<file path="config.mk">
export PLATFORM = sky130hd
export DESIGN_NAME = sar_stage
export DESIGN_NICKNAME = d
export VERILOG_FILES = /design/src/rtl/sar_pkg.sv /design/src/rtl/sar_shifter.sv /design/src/rtl/sar_adder.sv /design/src/rtl/sar_rectifier.sv /design/src/rtl/sar_stage.sv
export SDC_FILE = /design/constraint.sdc
export NUM_CORES = 1
export LEC_CHECK = 0
export ABC_AREA = 0
export BUFFER_PORTS_ARGS = -buffer_cell sky130_fd_sc_hd__buf_2
export CORE_AREA = 2 2 99 101
export CTS_CLUSTER_SIZE = 16
export DETAILED_ROUTE_END_ITERATION = 8
export DIE_AREA = 0 0 101 103
export PLACE_DENSITY_LB_ADDON = 0.3
export RECOVER_POWER = 100
export SYNTH_ARGS = -nofsm -noshare
export SYNTH_HDL_FRONTEND = slang
export SYNTH_HIERARCHICAL = 1
export SYNTH_SLANG_ARGS = --single-unit
export TNS_END_PERCENT = 50
</file>
<file path="constraint.sdc">
create_clock -name clk -period 7.4 [get_ports clk]
set_clock_uncertainty 0.1 [all_clocks]
set_input_delay 0.74 -clock clk [delete_from_list [all_inputs] [get_ports clk]]
set_output_delay 0.74 -clock clk [all_outputs]
set_load 0.1 [all_outputs]
</file>
<file path="src/rtl/sar_pkg.sv">
package sar_pkg;
  localparam int CTRL_W = 8;

  typedef enum logic [1:0] {
    RECT_PASS  = 2'b00,
    RECT_HALF  = 2'b01,
    RECT_FULL  = 2'b10,
    RECT_FULLB = 2'b11
  } rect_mode_t;

  typedef struct packed {
    logic       go_left;
    logic [3:0] amount;
  } shift_ctl_t;

  typedef struct packed {
    rect_mode_t rect;
    shift_ctl_t shift;
    logic       zero_b;
  } stage_ctl_t;
endpackage

</file>
<file path="src/rtl/sar_shifter.sv">
module sar_shifter
  import sar_pkg::*;
#(
  parameter int W      = 22,
  parameter int MAX_SH = 8
) (
  input  logic [W-1:0] din,
  input  shift_ctl_t   ctl,
  output logic [W-1:0] shifted,
  output logic         round_bit
);
  localparam logic [3:0] MAX_AMT = 4'(MAX_SH);

  logic [3:0] amt_eff;

  function automatic logic [W-1:0] shr_arith(input logic [W-1:0] v, input logic [3:0] n);
    return W'($signed(v) >>> n);
  endfunction

  function automatic logic last_out(input logic [W-1:0] v, input logic [3:0] n);
    logic [W-1:0] t;
    if (n == 4'd0) return 1'b0;
    t = v >> (n - 4'd1);
    return t[0];
  endfunction

  always_comb begin
    amt_eff = (ctl.amount > MAX_AMT) ? MAX_AMT : ctl.amount;
    if (ctl.go_left) begin
      shifted   = din << amt_eff;
      round_bit = 1'b0;
    end else begin
      shifted   = shr_arith(din, amt_eff);
      round_bit = last_out(din, amt_eff);
    end
  end
endmodule

</file>
<file path="src/rtl/sar_adder.sv">
module sar_adder #(
  parameter int W = 22
) (
  input  logic [W-1:0] op_a,
  input  logic         rnd,
  input  logic [W-1:0] casc,
  input  logic         zero_b,
  output logic [W-1:0] sum,
  output logic         pos_ovf,
  output logic         neg_ovf
);
  localparam int XW = W + 2;

  logic [W-1:0]  op_b;
  logic [XW-1:0] wide;

  function automatic logic [XW-1:0] ext_add(input logic [W-1:0] a, input logic [W-1:0] b,
                                            input logic r);
    return {{2{a[W-1]}}, a} + {{2{b[W-1]}}, b} + XW'(r);
  endfunction

  always_comb begin
    op_b    = zero_b ? '0 : casc;
    wide    = ext_add(op_a, op_b, rnd);
    sum     = wide[W-1:0];
    pos_ovf = !wide[XW-1] && (wide[W] || wide[W-1]);
    neg_ovf = wide[XW-1] && !(wide[W] && wide[W-1]);
  end
endmodule

</file>
<file path="src/rtl/sar_rectifier.sv">
module sar_rectifier
  import sar_pkg::*;
#(
  parameter int W = 22
) (
  input  logic [W-1:0] din,
  input  rect_mode_t   mode,
  output logic [W-1:0] dout
);
  localparam logic [W-1:0] MOST_NEG = {1'b1, {(W-1){1'b0}}};
  localparam logic [W-1:0] MOST_POS = {1'b0, {(W-1){1'b1}}};

  function automatic logic [W-1:0] abs_sat(input logic [W-1:0] v);
    if (!v[W-1])       return v;
    if (v == MOST_NEG) return MOST_POS;
    return (~v) + 1'b1;
  endfunction

  always_comb begin
    unique case (mode)
      RECT_PASS:            dout = din;
      RECT_HALF:            dout = din[W-1] ? '0 : din;
      RECT_FULL, RECT_FULLB: dout = abs_sat(din);
      default:              dout = din;
    endcase
  end
endmodule

</file>
<file path="src/rtl/sar_stage.sv">
module sar_stage
  import sar_pkg::*;
#(
  parameter int DATA_W    = 22,
  parameter int MAX_SHIFT = 8
) (
  input  logic              clk,
  input  logic              rst_n,
  input  logic              in_vld,
  input  logic [DATA_W-1:0] in_data,
  input  logic [DATA_W-1:0] casc_in,
  input  logic [CTRL_W-1:0] ctrl,
  output logic              out_vld,
  output logic [DATA_W-1:0] out_data,
  output logic              out_povf,
  output logic              out_novf
);
  localparam int MSB = DATA_W - 1;

  stage_ctl_t        ctl;
  logic [DATA_W-1:0] shifted_w;
  logic              round_w;
  logic [DATA_W-1:0] sum_w;
  logic              povf_w;
  logic              novf_w;
  logic [DATA_W-1:0] rect_w;
  logic              opp_sign_w;

  assign ctl        = stage_ctl_t'(ctrl);
  assign opp_sign_w = !ctl.zero_b && (shifted_w[MSB] != casc_in[MSB]);

  sar_shifter #(.W(DATA_W), .MAX_SH(MAX_SHIFT)) u_shift (
    .din      (in_data),
    .ctl      (ctl.shift),
    .shifted  (shifted_w),
    .round_bit(round_w)
  );

  sar_adder #(.W(DATA_W)) u_add (
    .op_a   (shifted_w),
    .rnd    (round_w),
    .casc   (casc_in),
    .zero_b (ctl.zero_b),
    .sum    (sum_w),
    .pos_ovf(povf_w),
    .neg_ovf(novf_w)
  );

  sar_rectifier #(.W(DATA_W)) u_rect (
    .din (sum_w),
    .mode(ctl.rect),
    .dout(rect_w)
  );

  always_ff @(posedge clk) begin
    if (!rst_n) begin
      out_vld  <= 1'b0;
      out_data <= '0;
      out_povf <= 1'b0;
      out_novf <= 1'b0;
    end else begin
      out_vld <= in_vld;
      if (in_vld) begin
        out_data <= rect_w;
        out_povf <= povf_w;
        out_novf <= novf_w;
      end
    end
  end


  latency_chk: assert property (@(posedge clk) disable iff (!rst_n)
    in_vld |=> out_vld);


  hold_chk: assert property (@(posedge clk) disable iff (!rst_n)
    !in_vld |=> (!out_vld && $stable(out_data) && $stable(out_povf) && $stable(out_novf)));


  flag_excl_chk: assert property (@(posedge clk) disable iff (!rst_n)
    !(out_povf && out_novf));


  opp_sign_chk: assert property (@(posedge clk) disable iff (!rst_n)
    (in_vld && opp_sign_w) |=> (!out_povf && !out_novf));


  half_wave_chk: assert property (@(posedge clk) disable iff (!rst_n)
    (in_vld && ctl.rect == RECT_HALF) |=> !out_data[MSB]);


  passthru_chk: assert property (@(posedge clk) disable iff (!rst_n)
    (in_vld && ctrl == 8'h01) |=> (out_data == $past(in_data) && !out_povf && !out_novf));
endmodule

</file>
# ---- Word level (Yosys, flattened, before mapping)
# Index checks and enable logic that the tools add are counted.
dict set report word_totals {
  ff_bits 25
  word_cells 45
  memories 0
  romBits 0
  ramBits 0
  latchBits 0
}
dict set report op_classes {
  muxes 19
  n_bitwise 1
  eq_ne 4
  order_cmp 1
  mul 0
  n_div 0
  shifts 3
  n_reduce_logical 9
  n_addsub 4
}
# cell count
set ops {}
lappend ops {{$mux W22} 6}
lappend ops {{$pmux W22 S3} 1}
lappend ops {{$add A24 B1 Y24} 1}
lappend ops {{$add A22 B22 Y23} 1}
lappend ops {{$add A22 B1 Y22 const B} 1}
lappend ops {{$eq A22 B22 Y1 const B} 1}
lappend ops {{$not A22 Y22} 1}
lappend ops {{$shl A22 B4 Y22} 1}
lappend ops {{$shr A22 B4 Y1} 1}
lappend ops {{$sshr A22 B4 Y22} 1}
lappend ops {{$mux W21} 1}
lappend ops {{$mux W1} 10}
lappend ops {{$eq A2 B2 Y1 const B} 2}
lappend ops {{$gt A4 B4 Y1 const B} 1}
lappend ops {{$logic_not A4 Y1} 1}
lappend ops {{$mux W4} 1}
lappend ops {{$sub A4 B1 Y4 const B} 1}
lappend ops {{$logic_and A1 B1 Y1} 3}
lappend ops {{$eq A2 B1 Y1 const B} 1}
lappend ops {{$logic_not A1 Y1} 2}
lappend ops {{$logic_not A2 Y1} 1}
lappend ops {{$reduce_or A2 Y1} 1}
lappend ops {{$logic_or A1 B1 Y1} 1}

# ---- Longest topological paths before layout
dict set report logic_depth {
  word_depth 15
  mapped_depth 28
  mapped_depth_nobuf 24
}

# ---- Hierarchy
# Netlist, hierarchy kept.
# module seq_area_each_um2 n_inst cells_each area_each_um2
set by_module_without_submodules {}
lappend by_module_without_submodules {sar_shifter 0.0 1 291 2358.5}
lappend by_module_without_submodules {sar_adder 0.0 1 180 1306.3}
lappend by_module_without_submodules {sar_stage 500.5 1 79 955.9}
lappend by_module_without_submodules {sar_rectifier 0.0 1 126 819.5}

# ---- Least setup slack after synthesis
# Ideal clock, no wire load.
dict set report synth_timing {
  kind {input-to-reg}
  from {input port ctrl[1]}
  to {register out_data[19]}
  t_required_ns 7.180
  arrival_ns 6.172
  cell_stages 26
  path_slack_ns 1.008
  path_cell_list {buf_4 -> nor2b_4 -> buf_12 -> inv_4 -> buf_2 -> ha_1 -> xnor2_1 -> mux4_2 -> o41ai_1 -> nor3_1 -> fa_1 -> inv_1 -> fa_1 -> nor2b_1 -> o211ai_1 -> a21oi_1 -> or3_1 -> a21oi_1 -> xnor2_1 -> or4_4 -> or3_4 -> nor4_1 -> mux2_1 -> a221o_1 -> mux2i_1 -> nor2b_1}
}
dict set report synth_between {
  elab_chain_cells 15
  elab_cells_between_ends 28
  cone_classes {4 x add/sub; 1 x order compare; 1 x eq/ne; 3 x shift; 17 x mux; 1 x bitwise; 1 x reduce/logical}
}
# element line_no
set synth_rtl {}
lappend synth_rtl {{from (decl)} sar_stage.sv:12} ;# input logic [CTRL_W-1:0] ctrl,
lappend synth_rtl {{$gt A4 B4 Y1} sar_shifter.sv:28} ;# amt_eff = (ctl.amount > MAX_AMT) ? MAX_AMT : ctl.amount;
lappend synth_rtl {{$mux W4 *} sar_shifter.sv:28}
lappend synth_rtl {{branches (longest 3 deep; another with $sub A4 B1 Y4)} -}
lappend synth_rtl {{$mux W1 *} sar_shifter.sv:23} ;# t = v >> (n - 4'd1);
lappend synth_rtl {{$mux W1 *} sar_shifter.sv:29} ;# if (ctl.go_left) begin
lappend synth_rtl {{net round_w} sar_stage.sv:22} ;# logic round_w;
lappend synth_rtl {{$add A24 B1 Y24 *} sar_adder.sv:19} ;# return {{2{a[W-1]}}, a} + {{2{b[W-1]}}, b} + XW'(r);
lappend synth_rtl {{net sum_w[12]} sar_stage.sv:23} ;# logic [DATA_W-1:0] sum_w;
lappend synth_rtl {{branches (longest 4 deep; another with $add A22 B1 Y22)} -}
lappend synth_rtl {{$mux W22 *} sar_rectifier.sv:16} ;# return (~v) + 1'b1;
lappend synth_rtl {{$mux W22 *} sar_rectifier.sv:15} ;# if (v == MOST_NEG) return MOST_POS;
lappend synth_rtl {{$pmux W22 S3 *} sar_rectifier.sv:20} ;# unique case (mode)
lappend synth_rtl {{net rect_w[19]} sar_stage.sv:26} ;# logic [DATA_W-1:0] rect_w;
lappend synth_rtl {{to (signal assigned)} sar_stage.sv:64} ;# out_data <= rect_w;
lappend synth_rtl {{to (decl)} sar_stage.sv:14} ;# output logic [DATA_W-1:0] out_data,
# Mark *: on every way through the listed nets, which the timed path passes. The select of a mux whose other input is x is not followed.
# A chain may end at the register's enable or synchronous reset.

# ---- Final worst setup path
dict set report layout_timing {
  from {input port ctrl[2]}
  to {register out_data[18]}
}
dict set report layout_between {
  elab_chain_cells 15
  elab_cells_between_ends 28
  cone_classes {4 x add/sub; 1 x order compare; 1 x eq/ne; 3 x shift; 17 x mux; 1 x bitwise; 1 x reduce/logical}
}
# element line_no
set layout_rtl {}
lappend layout_rtl {{$gt A4 B4 Y1} sar_shifter.sv:28}
lappend layout_rtl {{$mux W4 *} sar_shifter.sv:28}
lappend layout_rtl {{branches (longest 3 deep; another with $sub A4 B1 Y4)} -}
lappend layout_rtl {{$mux W1 *} sar_shifter.sv:23}
lappend layout_rtl {{$mux W1 *} sar_shifter.sv:29}
lappend layout_rtl {{net round_w} sar_stage.sv:22}
lappend layout_rtl {{$add A24 B1 Y24 *} sar_adder.sv:19}
lappend layout_rtl {{net sum_w[18]} sar_stage.sv:23}
lappend layout_rtl {{branches (longest 6 deep; another with $add A22 B1 Y22)} -}
lappend layout_rtl {{$pmux W22 S3 *} sar_rectifier.sv:20}
lappend layout_rtl {{net rect_w[18]} sar_stage.sv:26}
# Marks and branches as above.

==> flow_summary.toml <==
[timing]
drv_slew = 26
rsz0062_at_grt = "no"
setup_violations = 0
finalCritPeriodShare = 0.9306
period_minus_slack_ns = 6.886
hold_viol_final = 0
worst_pin_slew_ns = 1.730
relSlewSlack = -0.1536
finalSetupTns_ns = 0
fmax_mhz = 145.2

[die]
core_area_um2 = 9459
die_height_um = 103
die_area_um2 = 10400
die_w_um = 101
start_util = 0.5751
rows = 36
io_pins = 80

[clock_tree]
cts.sinks = 25
cts.repair.resized = 0
cts.clk_slew.worst_paths_ns = 0.09
cts_root_buf = "clkbuf_8"
insertion_delay_ns = 0.27
cts_tree = "built"
post-cts-setup-buffers = 0
cts_buffer_depth = 2
holdBufCountCts = 0
numCtsBuffers = 3
ctsHtreeMaxLevel = 1

[drt]
wire_per_inst_um = 20.75
initialDrtViolationCount = 510
ant_nets = 0
drc_errors = 0
first_pass_iters = 5
vias = 5796
post_drt_via_cell_ratio = 7.043
wl_um = 17080

[global_routing]
antenna_found_initial = 0
grt_max_degree = 41
grt_pass1_vias = 5343
grt_pass1_wl_um = 26960
overflow = 0
global_route.usage.total = 0.3216

[yosys]
synth_nets = 756
async_flop_share = 0
synthesis.area_um2 = 5440
synth_cell_types = 90
synth_cells = 676
synth_largest_area_cell = "mux4_2"
syn_area_per_cell_um2 = 8.048
dominantRegCellSynth = "dfxtp_1"
synth-seq-area-share = 0.09200
synth_top_area_frac = 0.1201
synth_edf_count = 0
ys_ff_latch = 25
ys.warnings.count = 6
synth_area_leaders = "mux4_2, mux2i_1, dfxtp_1, nor2b_1, ha_1"

[finish]
regArea_um2 = 500.5
fillCellCount = 900
final_cell_area_um2 = 5698
area_delta_synth_final_pct = 4.738
final_layout_size_suffix_gt1_frac = 0.1707
fin_util = 0.6024
layout.cells.non_filler = 823
n_antenna_cell = 0
multiInputGateArea_um2 = 4486
nets = 790

[place]
place_area_um2 = 5690
gp_congestion = 0.9552
port_buffers = 79
dpl.hpwl_um = 12780
place_inst = 819

[run_status]
violations = "max-capacitance violations, max-slew violations"
status = "finished, violations left"

[worst_setup_path]
worst_path_largest_cell_delay_ns = 0.43
crit_fanout = 28
critPathRequiredTime_ns = 7.51
worstSetupEndpointType = "register"
crit_type = "in2reg"
slowest_stage = "nor2_1"
worstPathArrival_ns = 7.00
startpoint_type = "input port"
path_buf_inv = 4
crit_family = "simple AND/OR/NAND/NOR gates"

[job]
maxCapViolations = 1

[power]
powerDensity_nw_per_um2 = 171.8
fin_total_pwr_uw = 978.6
peakVddDrop_mv = 0.1493
p_leak_nw = 2.347

[hold_path]
hp-class = "reg2reg"
-- cells by family after synthesis --
| logic type | count (synthesis) | synth area share |
|---|---|---|
| adders and majority gates | 25 | 0.06026 |
| buffers and inverters | 82 | 0.08234 |
| and+or+nand+nor | 221 | 0.2148 |
| DFF | 25 | 0.09200 |
| AOI/OAI and AO/OA | 208 | 0.2753 |
| xor gates and xnor gates | 19 | 0.03059 |
| muxes | 96 | 0.2447 |
-- metal layers --
layer / share of wire / vias up / track usage
li1: - / 2634 / -
met2: 0.45 / 350 / 0.5210
met5: 0 / - / 0
met3: 0.095 / 27 / 0.04339
met4: 0.016 / 0 / 0.05613
met1: 0.44 / 2785 / 0.4645
-- report_power, final --
| part | switching, mW | internal (mW) | leakage [nW] | total (mW) |
|---|---|---|---|---|
| sequential | 0.0102 | 0.154 | 0.205 | 0.164 |
| clock | 0.0449 | 0.0377 | 0.0255 | 0.0826 |
| combinational | 0.487 | 0.244 | 2.12 | 0.732 |
| total | 0.543 | 0.436 | 2.35 | 0.979 |
-- flip-flops by register name, indices dropped and copies added (netlist names) --
register  cells
out_povf      1
out_vld       1
out_novf      1
out_data     22
-- cell usage in the layout (no fill, tap or decap), types with 5 or more instances in the layout --
cell type and instances:
mux2i_1 61, nand2_1 55, buf_2 53, nor2b_1 50
a21oi_1 49, nor2_1 46, mux4_2 29, clkbuf_1 26
dfxtp_1 25, ha_1 23, inv_1 20, o21ai_0 20
a211oi_1 14, nand3_1 13, nor3_1 13, xnor2_1 13
a21o_1 11, a31oi_1 11, o211ai_1 9, buf_4 8
nand2b_1 7, o21bai_1 7, a221o_1 7, o21a_1 6
xor2_1 6, nor4_1 6, o22ai_1 6, a22oi_1 6
o21ai_1 5, mux2_2 5
-- final cells by class --
| cell class | count | area share |
|---|---|---|
| Clock inverter | 1 | 0.0008783 |
| Clock buffer | 3 | 0.007246 |
| Timing Repair Buffer | 87 | 0.07422 |
| Sequential cell | 25 | 0.08783 |
| Tap cell | 114 | 0.02503 |
| Inverter | 24 | 0.01757 |
| Multi-Input combinational cell | 569 | 0.7872 |
-- cell usage after synthesis, types with 13 or more instances --
| cell | count |
|---|---|
| nor2b_1 | 50 |
| mux2i_1 | 61 |
| mux4_2 | 29 |
| a211oi_1 | 14 |
| clkbuf_1 | 34 |
| nand2_1 | 55 |
| a21oi_1 | 49 |
| nand3_1 | 13 |
| dfxtp_1 | 25 |
| ha_1 | 23 |
| nor3_1 | 13 |
| o21ai_0 | 20 |
| nor2_1 | 46 |
| inv_1 | 20 |
| xnor2_1 | 13 |
-- worst paths after layout --
check / startpoint / endpoint / slack, ns / cells past startpoint
worst max-delay path: ctrl[2] / out_data[18]$_SDFFE_PN0P_ / 0.51 / 26
worst min-delay path: out_data[8]$_SDFFE_PN0P_ / out_data[8]$_SDFFE_PN0P_ / 0.42 / 2
worst min register to register: out_data[8]$_SDFFE_PN0P_ / out_data[8]$_SDFFE_PN0P_ / 0.42 / 2
worst max register to register: out_data[18]$_SDFFE_PN0P_ / out_data[18]$_SDFFE_PN0P_ / 6.62 / 2
-- worst min-delay path, cell delays in order (launching register included) --
cell     delay [ns]
dfxtp_1        0.33
mux2i_1        0.06
nor2b_1        0.10
-- stage by stage --
step,hold WS (ns),setup slack [ns]
floorplan,0.7682,1.008
global placement,0.3911,0.6488
detailed placement,0.4004,0.3392
CTS,0.4248,0.6195
global route,0.4568,0.07206
finish,0.4237,0.5138
(Power assumes the default switching activity.)
